## config.mk

```make
export PLATFORM = sky130hd
export DESIGN_NAME = adc_seq_capture
export DESIGN_NICKNAME = d
export VERILOG_FILES = /design/src/rtl/adcseq_pkg.sv /design/src/rtl/adcseq_ctrl.sv /design/src/rtl/adcseq_fifo.sv /design/src/rtl/adcseq_irq.sv /design/src/rtl/adc_seq_capture.sv
export SDC_FILE = /design/constraint.sdc
export NUM_CORES = 1
export LEC_CHECK = 0
export ABC_CLOCK_PERIOD_IN_PS = 3000
export BUFFER_PORTS_ARGS = -buffer_cell sky130_fd_sc_hd__buf_2
export CAP_MARGIN = 20
export CORE_UTILIZATION = 45
export DETAILED_ROUTE_END_ITERATION = 12
export HOLD_SLACK_MARGIN = 0.15
export PLACE_DENSITY = 0.76
export SYNTH_ARGS = -nofsm -noshare
export SYNTH_HDL_FRONTEND = slang
export SYNTH_HIERARCHICAL = 1
export SYNTH_SLANG_ARGS = --single-unit
```

## constraint.sdc

```tcl
create_clock -name clk -period 3 [get_ports clk]
set_input_delay 0.6 -clock clk [delete_from_list [all_inputs] [get_ports clk]]
set_output_delay 0.6 -clock clk [all_outputs]
set_load 0.01 [all_outputs]
```

## src/rtl/adcseq_pkg.sv

```systemverilog
`timescale 1ns/1ps
package adcseq_pkg;
  typedef enum logic [1:0] {ST_IDLE, ST_WAIT, ST_CAP, ST_DONE} seq_state_e;
  localparam int unsigned EV_DONE = 0;
  localparam int unsigned EV_OVF  = 1;
  localparam int unsigned EV_TMO  = 2;
  localparam int unsigned EV_N    = 3;
endpackage

```

## src/rtl/adcseq_ctrl.sv

```systemverilog
`timescale 1ns/1ps
module adcseq_ctrl
  import adcseq_pkg::*;
#(
  parameter int CW = 16,
  parameter int TW = 16
) (
  input  logic          clk,
  input  logic          rst,
  input  logic          run_en,
  input  logic          trig,
  input  logic          conv_valid,
  input  logic          buf_full,
  input  logic [CW-1:0] cfg_smp,
  input  logic [CW-1:0] cfg_seq,
  input  logic [TW-1:0] cfg_tmo,
  output logic          take,
  output logic          ev_done,
  output logic          ev_tmo,
  output logic          busy,
  output logic          done
);
  seq_state_e    state_q;
  logic [CW-1:0] smp_idx_q;
  logic [CW-1:0] seq_idx_q;
  logic [TW-1:0] tmo_q;
  logic          smp_last;
  logic          seq_last;
  logic          stall;

  // sample acceptance and end-of-sequence detection
  assign take     = run_en && (state_q == ST_CAP) && conv_valid;
  assign smp_last = (cfg_smp != '0) && (smp_idx_q == cfg_smp - CW'(1));
  assign seq_last = (cfg_seq != '0) && (seq_idx_q == cfg_seq - CW'(1));
  assign ev_done  = take && smp_last;

  // sequencing: single mode is simply a total of one
  always_ff @(posedge clk) begin
    if (rst || !run_en) begin
      state_q   <= ST_IDLE;
      smp_idx_q <= '0;
      seq_idx_q <= '0;
    end else begin
      case (state_q)
        ST_IDLE: state_q <= ST_WAIT;
        ST_WAIT: begin
          if (trig) begin
            state_q   <= ST_CAP;
            smp_idx_q <= '0;
          end
        end
        ST_CAP: begin
          if (take) begin
            if (smp_last) begin
              smp_idx_q <= '0;
              seq_idx_q <= seq_idx_q + CW'(1);
              state_q   <= seq_last ? ST_DONE : ST_WAIT;
            end else begin
              smp_idx_q <= smp_idx_q + CW'(1);
            end
          end
        end
        default: state_q <= ST_DONE;
      endcase
    end
  end

  // stall timer: saturates at the limit so the event fires once per stall
  assign stall  = run_en && ((state_q == ST_WAIT) || ((state_q == ST_CAP) && buf_full));
  assign ev_tmo = stall && (cfg_tmo != '0) && (tmo_q == cfg_tmo - TW'(1));

  always_ff @(posedge clk) begin
    if (rst || !stall) begin
      tmo_q <= '0;
    end else if (tmo_q != cfg_tmo) begin
      tmo_q <= tmo_q + TW'(1);
    end
  end

  assign busy = (state_q == ST_WAIT) || (state_q == ST_CAP);
  assign done = (state_q == ST_DONE);
endmodule

```

## src/rtl/adcseq_fifo.sv

```systemverilog
`timescale 1ns/1ps
module adcseq_fifo #(
  parameter int DW    = 12,
  parameter int DEPTH = 16,
  parameter int DROP  = 16
) (
  input  logic          clk,
  input  logic          rst,
  input  logic          wr_req,
  input  logic [DW-1:0] wr_data,
  input  logic          rd_en,
  output logic [DW-1:0] rd_data,
  output logic          empty,
  output logic          ev_ovf
);
  localparam int AW   = (DEPTH > 1) ? $clog2(DEPTH) : 1;
  localparam int NW   = $clog2(DEPTH + 1);
  localparam int DCW  = $clog2(DROP + 1);

  logic [DW-1:0]  mem [DEPTH];
  logic [AW-1:0]  wp_q;
  logic [AW-1:0]  rp_q;
  logic [NW-1:0]  cnt_q;
  logic [DCW-1:0] drop_q;
  logic [DW-1:0]  rd_q;
  logic           full;
  logic           wr_fire;
  logic           rd_fire;

  assign full    = (cnt_q == NW'(DEPTH));
  assign empty   = (cnt_q == '0);
  assign wr_fire = wr_req && !full && (drop_q == '0);
  assign rd_fire = rd_en && !empty;
  // overflow starts a discard block that includes the offending word
  assign ev_ovf  = wr_req && full && (drop_q == '0);

  // storage without reset so it maps onto block RAM
  always_ff @(posedge clk) begin
    if (wr_fire) mem[wp_q] <= wr_data;
    if (rd_fire) rd_q <= mem[rp_q];
  end
  assign rd_data = rd_q;

  always_ff @(posedge clk) begin
    if (rst) begin
      wp_q   <= '0;
      rp_q   <= '0;
      cnt_q  <= '0;
      drop_q <= '0;
    end else begin
      if (wr_fire) wp_q <= (wp_q == AW'(DEPTH - 1)) ? '0 : wp_q + AW'(1);
      if (rd_fire) rp_q <= (rp_q == AW'(DEPTH - 1)) ? '0 : rp_q + AW'(1);
      case ({wr_fire, rd_fire})
        2'b10:   cnt_q <= cnt_q + NW'(1);
        2'b01:   cnt_q <= cnt_q - NW'(1);
        default: cnt_q <= cnt_q;
      endcase
      if (ev_ovf) begin
        drop_q <= DCW'(DROP - 1);
      end else if (wr_req && (drop_q != '0)) begin
        drop_q <= drop_q - DCW'(1);
      end
    end
  end
endmodule

```

## src/rtl/adcseq_irq.sv

```systemverilog
`timescale 1ns/1ps
module adcseq_irq #(
  parameter int N = 3
) (
  input  logic         clk,
  input  logic         rst,
  input  logic [N-1:0] ev,
  input  logic [N-1:0] ien,
  input  logic         clr_irq,
  input  logic         clr_stat,
  output logic [N-1:0] stat,
  output logic         irq
);
  logic irq_q;

  // one latched status bit per source; a new event wins over a clear
  for (genvar g = 0; g < N; g++) begin : g_src
    logic bit_q;
    always_ff @(posedge clk) begin
      if (rst) bit_q <= 1'b0;
      else     bit_q <= (bit_q && !clr_stat) || ev[g];
    end
    assign stat[g] = bit_q;
  end

  always_ff @(posedge clk) begin
    if (rst) irq_q <= 1'b0;
    else     irq_q <= (irq_q && !clr_irq) || (|(ev & ien));
  end
  assign irq = irq_q;
endmodule

```

## src/rtl/adc_seq_capture.sv

```systemverilog
`timescale 1ns/1ps
module adc_seq_capture
  import adcseq_pkg::*;
#(
  parameter int DW    = 12,
  parameter int CW    = 16,
  parameter int TW    = 16,
  parameter int DEPTH = 16,
  parameter int DROP  = 16
) (
  input  logic            clk,
  input  logic            rst,
  input  logic            run_en,
  input  logic            trig,
  input  logic [CW-1:0]   smp_per_seq,
  input  logic [CW-1:0]   seq_total,
  input  logic [TW-1:0]   tmo_limit,
  input  logic [EV_N-1:0] irq_en,
  input  logic            irq_clr,
  input  logic            stat_clr,
  input  logic            conv_valid,
  input  logic [DW-1:0]   conv_data,
  input  logic            rd_en,
  output logic            cap_strobe,
  output logic [DW-1:0]   rd_data,
  output logic            rd_empty,
  output logic            busy,
  output logic            all_done,
  output logic            irq,
  output logic [EV_N-1:0] irq_stat
);
  logic            take;
  logic            ev_done;
  logic            ev_tmo;
  logic            ev_ovf;
  logic            buf_full_n;
  logic [EV_N-1:0] ev_vec;
  logic            strobe_q;

  adcseq_ctrl #(.CW(CW), .TW(TW)) ctrl_i (
    .clk        (clk),
    .rst        (rst),
    .run_en     (run_en),
    .trig       (trig),
    .conv_valid (conv_valid),
    .buf_full   (!buf_full_n),
    .cfg_smp    (smp_per_seq),
    .cfg_seq    (seq_total),
    .cfg_tmo    (tmo_limit),
    .take       (take),
    .ev_done    (ev_done),
    .ev_tmo     (ev_tmo),
    .busy       (busy),
    .done       (all_done)
  );

  adcseq_fifo #(.DW(DW), .DEPTH(DEPTH), .DROP(DROP)) fifo_i (
    .clk     (clk),
    .rst     (rst),
    .wr_req  (take),
    .wr_data (conv_data),
    .rd_en   (rd_en),
    .rd_data (rd_data),
    .empty   (rd_empty),
    .ev_ovf  (ev_ovf)
  );

  // the controller only needs to know whether a write would fail
  adcseq_room #(.DW(DW), .DEPTH(DEPTH)) room_i (
    .clk     (clk),
    .rst     (rst),
    .wr_fire (take),
    .rd_fire (rd_en && !rd_empty),
    .ovf     (ev_ovf),
    .has_room(buf_full_n)
  );

  always_comb begin
    ev_vec          = '0;
    ev_vec[EV_DONE] = ev_done;
    ev_vec[EV_OVF]  = ev_ovf;
    ev_vec[EV_TMO]  = ev_tmo;
  end

  adcseq_irq #(.N(EV_N)) irq_i (
    .clk      (clk),
    .rst      (rst),
    .ev       (ev_vec),
    .ien      (irq_en),
    .clr_irq  (irq_clr),
    .clr_stat (stat_clr),
    .stat     (irq_stat),
    .irq      (irq)
  );

  always_ff @(posedge clk) begin
    if (rst) strobe_q <= 1'b0;
    else     strobe_q <= take;
  end
  assign cap_strobe = strobe_q;
endmodule

module adcseq_room #(
  parameter int DW    = 12,
  parameter int DEPTH = 16
) (
  input  logic clk,
  input  logic rst,
  input  logic wr_fire,
  input  logic rd_fire,
  input  logic ovf,
  output logic has_room
);
  localparam int NW = $clog2(DEPTH + 1);
  logic [NW-1:0] lvl_q;
  logic          stored;

  // mirrors the fill level for the stall timer; discarded words never land
  assign stored   = wr_fire && (lvl_q != NW'(DEPTH)) && !ovf && !drop_active;
  assign has_room = (lvl_q != NW'(DEPTH));

  logic [$clog2(DW + 17)-1:0] drop_q;
  logic drop_active;
  assign drop_active = (drop_q != '0);

  always_ff @(posedge clk) begin
    if (rst) begin
      lvl_q  <= '0;
      drop_q <= '0;
    end else begin
      case ({stored, rd_fire})
        2'b10:   lvl_q <= lvl_q + NW'(1);
        2'b01:   lvl_q <= lvl_q - NW'(1);
        default: lvl_q <= lvl_q;
      endcase
      if (ovf)                         drop_q <= 5'd15;
      else if (wr_fire && drop_active) drop_q <= drop_q - 1'b1;
    end
  end
endmodule


```

# ---- Word-level counts from Yosys, hierarchy flattened
# Memory sizes are Yosys's and may differ from the RTL's. A register that Yosys moved wholly into a read port is not among the register bits.
# Index checks and enable logic that the tools add are counted.
dict set report word_totals {
  register_bits 83
  n_memories 1
  output_inout_bits 20
  wordCells 128
  ram_bits 192
}
# memory depth width rd rd_clocked_by_memory_dff write_ports line
set memory_table {}
lappend memory_table {fifo_i.mem 16 12 1 1 1 adcseq_fifo.sv:20} ;# logic [DW-1:0] mem [DEPTH];
dict set report classes {
  reduce_logical 58
  n_eq_ne 18
  add_sub_neg 14
  bitwise_logic 1
  muxes 19
}
# operator n
set op_table {}
lappend op_table {{$add 16x1->16 const B} 3}
lappend op_table {{$eq 16x16->1} 3}
lappend op_table {{$mux 16} 3}
lappend op_table {{$reduce_bool 16->1} 3}
lappend op_table {{$sub 16x1->16 const B} 3}
lappend op_table {{$pmux 16 s2} 1}
lappend op_table {{$mux 4} 6}
lappend op_table {{$logic_and 1x1->1} 23}
lappend op_table {{$pmux 5 s2} 2}
lappend op_table {{$sub 5x1->5 const B} 4}
lappend op_table {{$ne 16x16->1} 1}
lappend op_table {{$add 5x1->5 const B} 2}
lappend op_table {{$logic_not 5->1} 2}
lappend op_table {{$reduce_bool 2->1} 5}
lappend op_table {{$reduce_bool 5->1} 2}
lappend op_table {{$logic_not 1->1} 9}
lappend op_table {{$reduce_and 3->1} 3}
lappend op_table {{$add 4x1->4 const B} 2}
lappend op_table {{$eq 2x2->1 const B} 4}
lappend op_table {{$eq 4x4->1 const B} 2}
lappend op_table {{$logic_or 1x1->1} 8}
lappend op_table {{$mux 2} 4}
lappend op_table {{$eq 2x1->1 const B} 3}
lappend op_table {{$pmux 2 s3} 1}
lappend op_table {{9 further kinds} 11}

# ---- Logic depth before layout (Yosys ltp)
# Gate-level depths: netlist of the first run.
dict set report logic_depth {
  word_depth 10
  mapped_depth 17
}

# ---- Modules after synthesis
# The synthesis of the first run kept the hierarchy.
# mod seq_area_each_um2 area_each_um2 cells_per_inst instances
set by_module_without_submodules {}
lappend by_module_without_submodules {adcseq_fifo 6486.2 8709.6 453 1}
lappend by_module_without_submodules {adcseq_ctrl 1001.0 4411.7 572 1}
lappend by_module_without_submodules {adcseq_room 200.2 613.1 73 1}
lappend by_module_without_submodules {adcseq_irq 80.1 178.9 20 1}
lappend by_module_without_submodules {adc_seq_capture 20.0 51.3 4 1}

# ---- Worst setup path after synthesis of the first run
# Ideal clock, no wire load.
dict set report synth_path {
  path_type {reg2reg}
  start {register ctrl_i.state_q[0]}
  end {register room_i.lvl_q[4]}
  required_ns 2.879
  stages_incl_launch_ff 18
  t_arrival_ns 3.127
  setup_time_ns 0.121
  setup_slack_ns -0.248
  n_path_buf 1
  cell_sequence {dfxtp_1 -> inv_1 -> ha_1 -> buf_6 -> nand3_1 -> inv_1 -> nor2b_1 -> nand3_1 -> inv_1 -> nor3b_1 -> nand2_1 -> ha_1 -> inv_1 -> fa_1 -> nand2b_1 -> a21oi_1 -> mux2i_1 -> mux2_2}
}
dict set report synth_via {
  elab_chain_cells 10
  elab_cells_between_ends 13
  classes_between {eq/ne: 3; mux: 1; reduce/logical: 9}
}
# element line
set synth_lines {}
lappend synth_lines {{start, declared} adcseq_ctrl.sv:23} ;# seq_state_e state_q;
lappend synth_lines {{start signal, assigned} adcseq_ctrl.sv:57} ;# state_q <= seq_last ? ST_DONE : ST_WAIT;
lappend synth_lines {{$eq 2x2->1 *} adcseq_ctrl.sv:32} ;# assign take = run_en && (state_q == ST_CAP) && conv_valid;
lappend synth_lines {{$logic_and 1x1->1 * (2 in series)} adcseq_ctrl.sv:32}
lappend synth_lines {{named net take} adc_seq_capture.sv:32} ;# logic take;
lappend synth_lines {{$logic_and 1x1->1 * (2 in series)} adcseq_fifo.sv:35} ;# assign ev_ovf = wr_req && full && (drop_q == '0);
lappend synth_lines {{named net ev_ovf} adc_seq_capture.sv:35} ;# logic ev_ovf;
lappend synth_lines {{$logic_not 1->1 *} adc_seq_capture.sv:119} ;# assign stored = wr_fire && (lvl_q != NW'(DEPTH)) && !ovf && !drop_active;
lappend synth_lines {{$logic_and 1x1->1 * (2 in series)} adc_seq_capture.sv:119}
lappend synth_lines {{$eq 2x1->1 or $eq 2x2->1 (tied branches)} adc_seq_capture.sv:131} ;# case ({stored, rd_fire})
lappend synth_lines {{$pmux 5 s2 or $reduce_bool 2->1 (tied branches)} -}
lappend synth_lines {{end signal, assigned} adc_seq_capture.sv:132} ;# 2'b10: lvl_q <= lvl_q + NW'(1);
lappend synth_lines {{end signal, assigned} adc_seq_capture.sv:133} ;# 2'b01: lvl_q <= lvl_q - NW'(1);
lappend synth_lines {{end signal, assigned} adc_seq_capture.sv:134} ;# default: lvl_q <= lvl_q;
lappend synth_lines {{end, declared} adc_seq_capture.sv:115} ;# logic [NW-1:0] lvl_q;
# Mark *: on every way through the listed nets, which the timed path passes. The rest lies on a longest branch.
# A chain may end at the register's enable or synchronous reset.

# ---- Worst setup path after layout of the first run
dict set report layout_path {
  start {register room_i.drop_q[0]}
  end {register room_i.lvl_q[3]}
}
dict set report layout_via {
  elab_chain_cells 5
  elab_cells_between_ends 7
  classes_between {eq/ne: 2; mux: 1; reduce/logical: 4}
}
# element line
set layout_lines {}
lappend layout_lines {{start, declared} adc_seq_capture.sv:122} ;# logic [$clog2(DW + 17)-1:0] drop_q;
lappend layout_lines {{start signal, assigned} adc_seq_capture.sv:137} ;# else if (wr_fire && drop_active) drop_q <= drop_q - 1'b1;
lappend layout_lines {{$reduce_bool 5->1 *} adc_seq_capture.sv:124} ;# assign drop_active = (drop_q != '0);
lappend layout_lines {{$logic_not 1->1 *} adc_seq_capture.sv:119}
lappend layout_lines {{$logic_and 1x1->1 *} adc_seq_capture.sv:119}
lappend layout_lines {{$eq 2x1->1 or $eq 2x2->1 (tied branches)} adc_seq_capture.sv:131}
lappend layout_lines {{$pmux 5 s2 or $reduce_bool 2->1 (tied branches)} -}
# Mark *: on every way between the ends. The rest lies on a longest branch, timed or not.

==> metrics.csv, run 1 <==
stage,metric,value,unit
status,result of the run,completed,
clock_network,quantity of hold-fixing buffers added after cts,0,
placed_design,# placed instances,1657,
synthesis,Yosys top cell area share,43.9,%
finish,Sequential Area,7790,um^2
clock_network,clock sink count,287,
setup_path,data arrival at the endpoint of the critical path,3.32,ns
sta,skew final,0.0114,ns
setup_path,origin of the worst setup path,room_i/drop_q[0],
finish,total inserted antenna cells,0,
synthesis,commonest cells in the netlist,"204 x sky130_fd_sc_hd__edfxtp_1, 97 x sky130_fd_sc_hd__nor2_1, 83 x sky130_fd_sc_hd__dfxtp_1",
finish,share of post-route cells with drive strength above 1,25.1,%
global_route,maximum number of pins on one net before global-route repair,45,
power_and_ir_drop,switching part of the total power,21.0,%
clock_network,CTS buffer count,29,
placed_design,Post-Place Cell Area,15500,um^2
synthesis,Synth Net Count,1221,
setup_path,ordered list of cells on the worst path,"inv_1, ha_1, or4b_4, nor3b_1, nand2_1, ha_2, buf_4, ha_1, a21o_1, a21oi_2, nor4_1, or3_1",
power_and_ir_drop,maximum VDD drop,0.436,mV
setup_path,highest fanout seen on the critical path,5,
finish,synth-to-layout area growth,17.9,%
global_route,via count of the first global-routing pass,9184,
hold_path,min-delay worst type,in -> reg,
finish,filler-free cell count of the finished design,1711,
placed_design,PortBufs,90,
setup_path,most prevalent standard cell on the critical path,sky130_fd_sc_hd__ha_1,
finish,filler cell count,2553,
drt,count of vias placed by the detailed router,9620,
sta,worst hold-check slack,0.305,ns
global_route,residual overflow from global routing,0,
synthesis,commonest register cell after synthesis,sky130_fd_sc_hd__edfxtp_1,
finish,post-route core utilization,53.8,%
die,Die Area,31700,um^2
finish,area of the multi-input gates,5810,um^2
drt,Routed WL,30000,um
die,vertical extent of the die,178,um
power_and_ir_drop,Flop pwr share,51.2,%
setup_path,critical path capture point type,flop,
setup_path,largest incremental delay on the critical path,0.50,ns
global_route,Tot GR Track Use,19.0,%
sta,maximum clock rate,348,MHz
synthesis,mapped cell area,14000,um^2
synthesis,cell with the most instances after synthesis,sky130_fd_sc_hd__edfxtp_1,
setup_path,CP required,3.44,ns
sta,final max-slew violation count,0,
synthesis,number of warning messages in the yosys log,6,
placed_design,post-detailed-placement half-perimeter wirelength,20600,um
clock_network,maximum level of the CTS H-tree,1,
placed_design,pre-CTS setup slack,-0.204,ns
drt,post-detailed-route via-to-cell ratio,5.62,
synthesis,count of distinct cell types in the synthesized netlist,86,
die,FP Rows,64,
setup_path,setup slack of the worst register-to-register path,0.13,ns
die,I/O pin count,91,
power_and_ir_drop,Psw,1.75,mW
die,Horiz. Die Dim,178,um
synthesis,flop and latch count out of synthesis,287,
finish,number of nets in the layout,1392,
power_and_ir_drop,power share of the combinational group,5.2,%
job,number of violations of the max-capacitance limit,0,
synthesis,Post-synth EDFFs,204,
setup_path,slowest library cell on the worst path,sky130_fd_sc_hd__or4b_4,
clock_network,CTS tree,built,
power_and_ir_drop,internal power contribution,6.57,mW
sta,final period utilization,95.8,%
synthesis,mean area per synthesized cell,12.4,um^2
sta,worst max-slew margin expressed relative to the limit,32.1,%
synthesis,sequential cell area fraction in the yosys report,55.8,%
power_and_ir_drop,Power Dens Cells,505,nW/um^2
sta,actual slew at the worst max-slew pin,1.02,ns
die,CORE AREA,30600,um^2
drt,number of optimization iterations in the first detailed-route pass,5,
clock_network,clock latency at the later pin of the worst-skew pair,0.57,ns
power_and_ir_drop,Lkg Pwr,5.76,nW
setup_path,critical path class,reg -> reg,
drt,DRC violation total after the first TritonRoute iteration,602,
setup_path,kind of start point of the critical path,flop,
clock_network,Longest Clk Path Bufs,3,
clock_network,clock edge transition at the registers on the reported setup and hold paths,0.06,ns
global_route,number of antenna violations at the first check in global routing,0,
sta,Worst Slack Setup Final,0.126,ns
sta,number of failing hold endpoints at the final stage,0,
global_route,global-route wire length before repair,47500,um
power_and_ir_drop,clock power share,43.6,%
drt,DRT antenna net count,0,
die,starting density of the core,45.7,%
sta,final sum of negative setup slack,0,ns
hold_path,Worst Min Path Start,irq_en[0],
finish,fin area,16500,um^2
sta,final count of negative-setup-slack endpoints,0,
sta,post-layout minimum cycle time,2.87,ns
synthesis,Synth Instances,1122,
setup_path,Worst R2R Start,room_i/drop_q[0],
synthesis,top area cells in the synthesized netlist,"sky130_fd_sc_hd__edfxtp_1 44%, sky130_fd_sc_hd__dfxtp_1 12%, sky130_fd_sc_hd__mux4_2 7.7%",
drt,Routed wire per std cell,17.5,um
placed_design,routability-driven placement congestion ratio,0.892,
clock_network,clock tree root buffer cell,sky130_fd_sc_hd__clkbuf_16,
power_and_ir_drop,overall power,8.31,mW
drt,post-route DRC violation count,0,
synthesis,dominant cell type by area after synthesis,sky130_fd_sc_hd__edfxtp_1,
synthesis,proportion of register bits with asynchronous set or reset after synthesis,0,%
[state kept, by name, summed over array words and instances, names as in the netlist, 3 cells and up]
name / flops
ctrl_i/seq_idx_q: 16
fifo_i/rp_q: 4
irq_i/g_src.bit_q: 3
fifo_i/wp_q: 4
fifo_i/mem: 192
ctrl_i/tmo_q: 16
fifo_i/drop_q: 5
fifo_i/cnt_q: 5
room_i/lvl_q: 5
ctrl_i/smp_idx_q: 16
room_i/drop_q: 5
fifo_i/rd_data: 12
[logic make-up after synthesis]
group / synth area share [%]
simple gates: 15.0
flops: 55.8
compound gates: 8.23
xor+xnor: 6.15
buf+inv: 3.20
mux: 9.05
fa+ha+maj: 2.62
[final cells by class]
cell class	count	share of cell area (%)
clock buffers	45	4.96
clock inverters	8	0.829
inverters	42	0.973
multi-input cells	740	35.3
flip-flops and latches	287	47.3
well taps	396	3.01
repair buffers	193	7.59
[layout by cell type (no fill, tap or decap), types with 5 or more instances in the layout]
cell type                   count
sky130_fd_sc_hd__nand3b_1       6
sky130_fd_sc_hd__nor2b_1        9
sky130_fd_sc_hd__o21ai_0       17
sky130_fd_sc_hd__nand3_1       26
sky130_fd_sc_hd__ha_1          23
sky130_fd_sc_hd__a41o_1         7
sky130_fd_sc_hd__mux2i_1       16
sky130_fd_sc_hd__nand4_1       21
sky130_fd_sc_hd__a22oi_1       27
sky130_fd_sc_hd__a21oi_1       36
sky130_fd_sc_hd__nand4b_1       5
sky130_fd_sc_hd__buf_4        101
sky130_fd_sc_hd__clkbuf_1      13
sky130_fd_sc_hd__buf_2         90
sky130_fd_sc_hd__clkbuf_16     29
sky130_fd_sc_hd__nor2_1        97
sky130_fd_sc_hd__a211oi_1       7
sky130_fd_sc_hd__edfxtp_1     204
sky130_fd_sc_hd__xor2_1        47
sky130_fd_sc_hd__nor4_1        17
sky130_fd_sc_hd__nand2_1       69
sky130_fd_sc_hd__and3_1         8
sky130_fd_sc_hd__mux4_2        48
sky130_fd_sc_hd__nand2b_1      22
sky130_fd_sc_hd__nor3_1        26
sky130_fd_sc_hd__a31oi_1       16
sky130_fd_sc_hd__xnor2_1       51
sky130_fd_sc_hd__nor3b_1        7
sky130_fd_sc_hd__inv_1         40
sky130_fd_sc_hd__dfxtp_1       81
sky130_fd_sc_hd__or3_1         16
sky130_fd_sc_hd__and2_1         7
sky130_fd_sc_hd__or4_1          5
[critical path, delay by kind of cell, from the launching register on]
family	cells	cell delay [ns]
compound gates	2	0.33
fa+ha+maj	3	0.63
buf+inv	2	0.26
flops	1	0.31
simple gates	5	1.22
[power by group through the flow]
stage                     clock network, mW  logic, mW  registers, mW
final                                  3.63      0.433           4.25
after global routing                   3.85      0.474           4.25
after CTS                              3.70      0.428           4.25
after detailed placement                  0      0.425           4.34
after global placement                    0      0.411           4.34
after floorplan                           0      0.224           4.34
[routing by layer]
metal / vias to the layer above / GRT usage, % / routed length [um]
met5: - / 0 / 0
met3: 47 / 2.51 / 1810
li1: 4575 / - / -
met2: 315 / 33.4 / 14700
met4: 0 / 4.84 / 627
met1: 4683 / 24.8 / 12800
[repair_timing]
| item | CTS | global route |
|---|---|---|
| pin swaps | 0 | 1 |
| setup buffers | 0 | 1 |
| resized for setup | 1 | 9 |
| endpoints found under the setup margin | 2 | 3 |
[path summary, 6_finish.rpt]
path                           to  depth (start not counted)
max               room_i/lvl_q[3]                         12
min                     irq_i/irq                          3
max reg2reg       room_i/lvl_q[3]                         12
min reg2reg  irq_i/g_src[2].bit_q                          2
(Power assumes the default switching activity.)
==> inputs of run 2 (changes only) <==
--- a/config.mk
+++ b/config.mk
@@ -10,6 +10,7 @@
 export CAP_MARGIN = 20
 export CORE_UTILIZATION = 45
 export DETAILED_ROUTE_END_ITERATION = 12
+export GPL_TIMING_DRIVEN = 0
 export HOLD_SLACK_MARGIN = 0.15
 export PLACE_DENSITY = 0.76
 export SYNTH_ARGS = -nofsm -noshare
==> run 2 against run 1 <==
Against the previous run: clock power decreased by 9.9%; via count decreased by 0.25%; core utilization down 0.91 points; setup slack worse by 0.085 ns; worst hold slack improved by 0.018 ns; critical path depth is 1 higher; die area stayed put; flip-flop and latch count unchanged.
==> metrics.csv, run 2 (synthesized netlist as in run 1, its figures left out) <==
stage,metric,value,unit,change
status,result of the run,completed,,unchanged
sta,final max-slew violation count,0,,unchanged
sta,final sum of negative setup slack,0,ns,unchanged
setup_path,data arrival at the endpoint of the critical path,3.39,ns,was 3.32 ns
clock_network,clock sink count,287,,unchanged
power_and_ir_drop,Lkg Pwr,5.52,nW,was 5.76 nW
drt,Routed wire per std cell,18.3,um,was 17.5 um
finish,share of post-route cells with drive strength above 1,21.6,%,was 25.1%
job,number of violations of the max-capacitance limit,0,,unchanged
clock_network,maximum level of the CTS H-tree,1,,unchanged
die,Horiz. Die Dim,178,um,unchanged
clock_network,clock tree root buffer cell,sky130_fd_sc_hd__clkbuf_16,,unchanged
clock_network,quantity of hold-fixing buffers added after cts,0,,unchanged
finish,fin area,16200,um^2,was 16500 um^2
die,I/O pin count,91,,unchanged
finish,"most common cell after layout, fill and taps aside",sky130_fd_sc_hd__edfxtp_1,,unchanged
clock_network,clock edge transition at the registers on the reported setup and hold paths,0.06,ns,about the same
clock_network,CTS tree,built,,unchanged
drt,number of optimization iterations in the first detailed-route pass,5,,unchanged
power_and_ir_drop,Power Dens Cells,490,nW/um^2,was 505 nW/um^2
sta,actual slew at the worst max-slew pin,0.778,ns,was 1.02 ns
placed_design,pre-CTS setup slack,-0.550,ns,was -0.204 ns
die,FP Rows,64,,unchanged
global_route,number of antenna violations at the first check in global routing,0,,unchanged
placed_design,post-detailed-placement half-perimeter wirelength,21800,um,was 20600 um
die,CORE AREA,30600,um^2,unchanged
sta,final count of negative-setup-slack endpoints,0,,unchanged
sta,setup repair after global routing missed its margin,yes,,
setup_path,critical path capture point type,flop,,unchanged
drt,DRC violation total after the first TritonRoute iteration,753,,was 602
sta,Worst Slack Setup Final,0.0407,ns,was 0.126 ns
finish,total inserted antenna cells,0,,unchanged
global_route,via count of the first global-routing pass,9167,,was 9184
drt,post-detailed-route via-to-cell ratio,5.71,,was 5.62
power_and_ir_drop,maximum VDD drop,0.381,mV,was 0.436 mV
global_route,residual overflow from global routing,0,,unchanged
die,vertical extent of the die,178,um,unchanged
setup_path,CP required,3.43,ns,was 3.44 ns
sta,skew final,0.0138,ns,was 0.0114 ns
setup_path,highest fanout seen on the critical path,5,,unchanged
global_route,maximum number of pins on one net before global-route repair,17,,was 45
placed_design,PortBufs,83,,was 90
sta,number of failing hold endpoints at the final stage,0,,unchanged
placed_design,routability-driven placement congestion ratio,0.853,,was 0.892
drt,post-route DRC violation count,0,,unchanged
setup_path,critical path class,reg -> reg,,unchanged
global_route,Tot GR Track Use,19.4,%,was 19.0%
clock_network,clock latency at the later pin of the worst-skew pair,0.54,ns,was 0.57 ns
finish,synth-to-layout area growth,15.9,%,was 17.9%
clock_network,Longest Clk Path Bufs,3,,unchanged
sta,final period utilization,98.6,%,was 95.8%
finish,number of nets in the layout,1364,,was 1392
clock_network,CTS buffer count,27,,was 29
setup_path,kind of start point of the critical path,flop,,unchanged
global_route,global-route wire length before repair,48000,um,was 47500 um
finish,max reg flops,192,,unchanged
placed_design,Post-Place Cell Area,15100,um^2,was 15500 um^2
hold_path,min-delay worst type,in -> reg,,unchanged
finish,Biggest register,fifo_i/mem,,unchanged
die,Die Area,31700,um^2,unchanged
sta,maximum clock rate,338,MHz,was 348 MHz
sta,post-layout minimum cycle time,2.96,ns,was 2.87 ns
drt,DRT antenna net count,0,,unchanged
drt,count of vias placed by the detailed router,9596,,was 9620
sta,worst max-slew margin expressed relative to the limit,48.1,%,was 32.1%
drt,Routed WL,30700,um,was 30000 um
finish,"commonest non-fill, non-tap cells in the layout","204 x sky130_fd_sc_hd__edfxtp_1, 97 x sky130_fd_sc_hd__nor2_1, 91 x sky130_fd_sc_hd__buf_2",,"was 204 x sky130_fd_sc_hd__edfxtp_1, 101 x sky130_fd_sc_hd__buf_4, 97 x sky130_fd_sc_hd__nor2_1"
die,starting density of the core,45.7,%,unchanged
[run 2: cell type report]
cell class | instances | area, um^2
Sequential cell | 287 | 7790
Clock inverter | 9 | 86.3
Fill cell | 2527 | 14400
Buffer | 53 | 289
Inverter | 42 | 163
Clock buffer | 39 | 761
Multi-Input combinational cell | 740 | 5890
Timing Repair Buffer | 114 | 708
Tap cell | 396 | 495
[run 2: repair_timing]
| item | CTS | global route |
|---|---|---|
| setup buffers | 7 | 7 |
| pin swaps | 3 | 7 |
| endpoints found under the setup margin | 19 | 15 |
| resized for setup | 12 | 14 |
[run 2: worst paths after layout]
| kind | start | to | slack (ns) | cells after the start |
|---|---|---|---|---|
| max reg2reg | fifo_i/cnt_q[3] | room_i/lvl_q[4] | 0.04 | 13 |
| min reg2reg | irq_i/g_src[0].bit_q | irq_i/g_src[0].bit_q | 0.48 | 2 |
| min | irq_en[0] | irq_i/irq | 0.32 | 3 |
| max | fifo_i/cnt_q[3] | room_i/lvl_q[4] | 0.04 | 13 |
[run 2: power by group]
part / leakage (nW) / switching [mW] / internal [mW] / total (mW)
logic: 2.61 / 0.252 / 0.162 / 0.414
registers: 2.50 / 0.00595 / 4.24 / 4.25
clock network: 0.408 / 1.42 / 1.85 / 3.27
[run 2: per-layer routing]
metal  GRT usage (%)  share of wire [%]  vias up
met3            2.54                7.0       46
met4            5.27                2.3        0
met5               0                  0        -
met2            34.1                 49      390
li1                -                  -     4541
met1            25.2                 41     4619
[run 2: metrics by stage]
stage	hold WS, ns	util [%]	instances	power, mW
5_1_grt	0.343	52.9	1680	8.19
2_1_floorplan	0.444	-	1122	4.56
3_3_place_gp	0.458	48.7	1601	4.72
3_5_place_dp	0.470	49.3	1617	4.73
6_report	0.323	52.9	1680	7.93
4_1_cts	0.307	52.5	1672	7.99
[run 2: critical path: stages, from the launching register on]
cell and delay [ns]:
sky130_fd_sc_hd__dfxtp_2 0.33, sky130_fd_sc_hd__or4_4 0.58, sky130_fd_sc_hd__nor2_4 0.16, sky130_fd_sc_hd__nand3_4 0.09, sky130_fd_sc_hd__inv_2 0.06, sky130_fd_sc_hd__nor3b_1 0.04, sky130_fd_sc_hd__nand2_1 0.11, sky130_fd_sc_hd__ha_4 0.19
sky130_fd_sc_hd__inv_4 0.04, sky130_fd_sc_hd__fa_2 0.37, sky130_fd_sc_hd__nand2b_4 0.16, sky130_fd_sc_hd__a21oi_2 0.15, sky130_fd_sc_hd__mux2i_1 0.22, sky130_fd_sc_hd__mux2_2 0.35
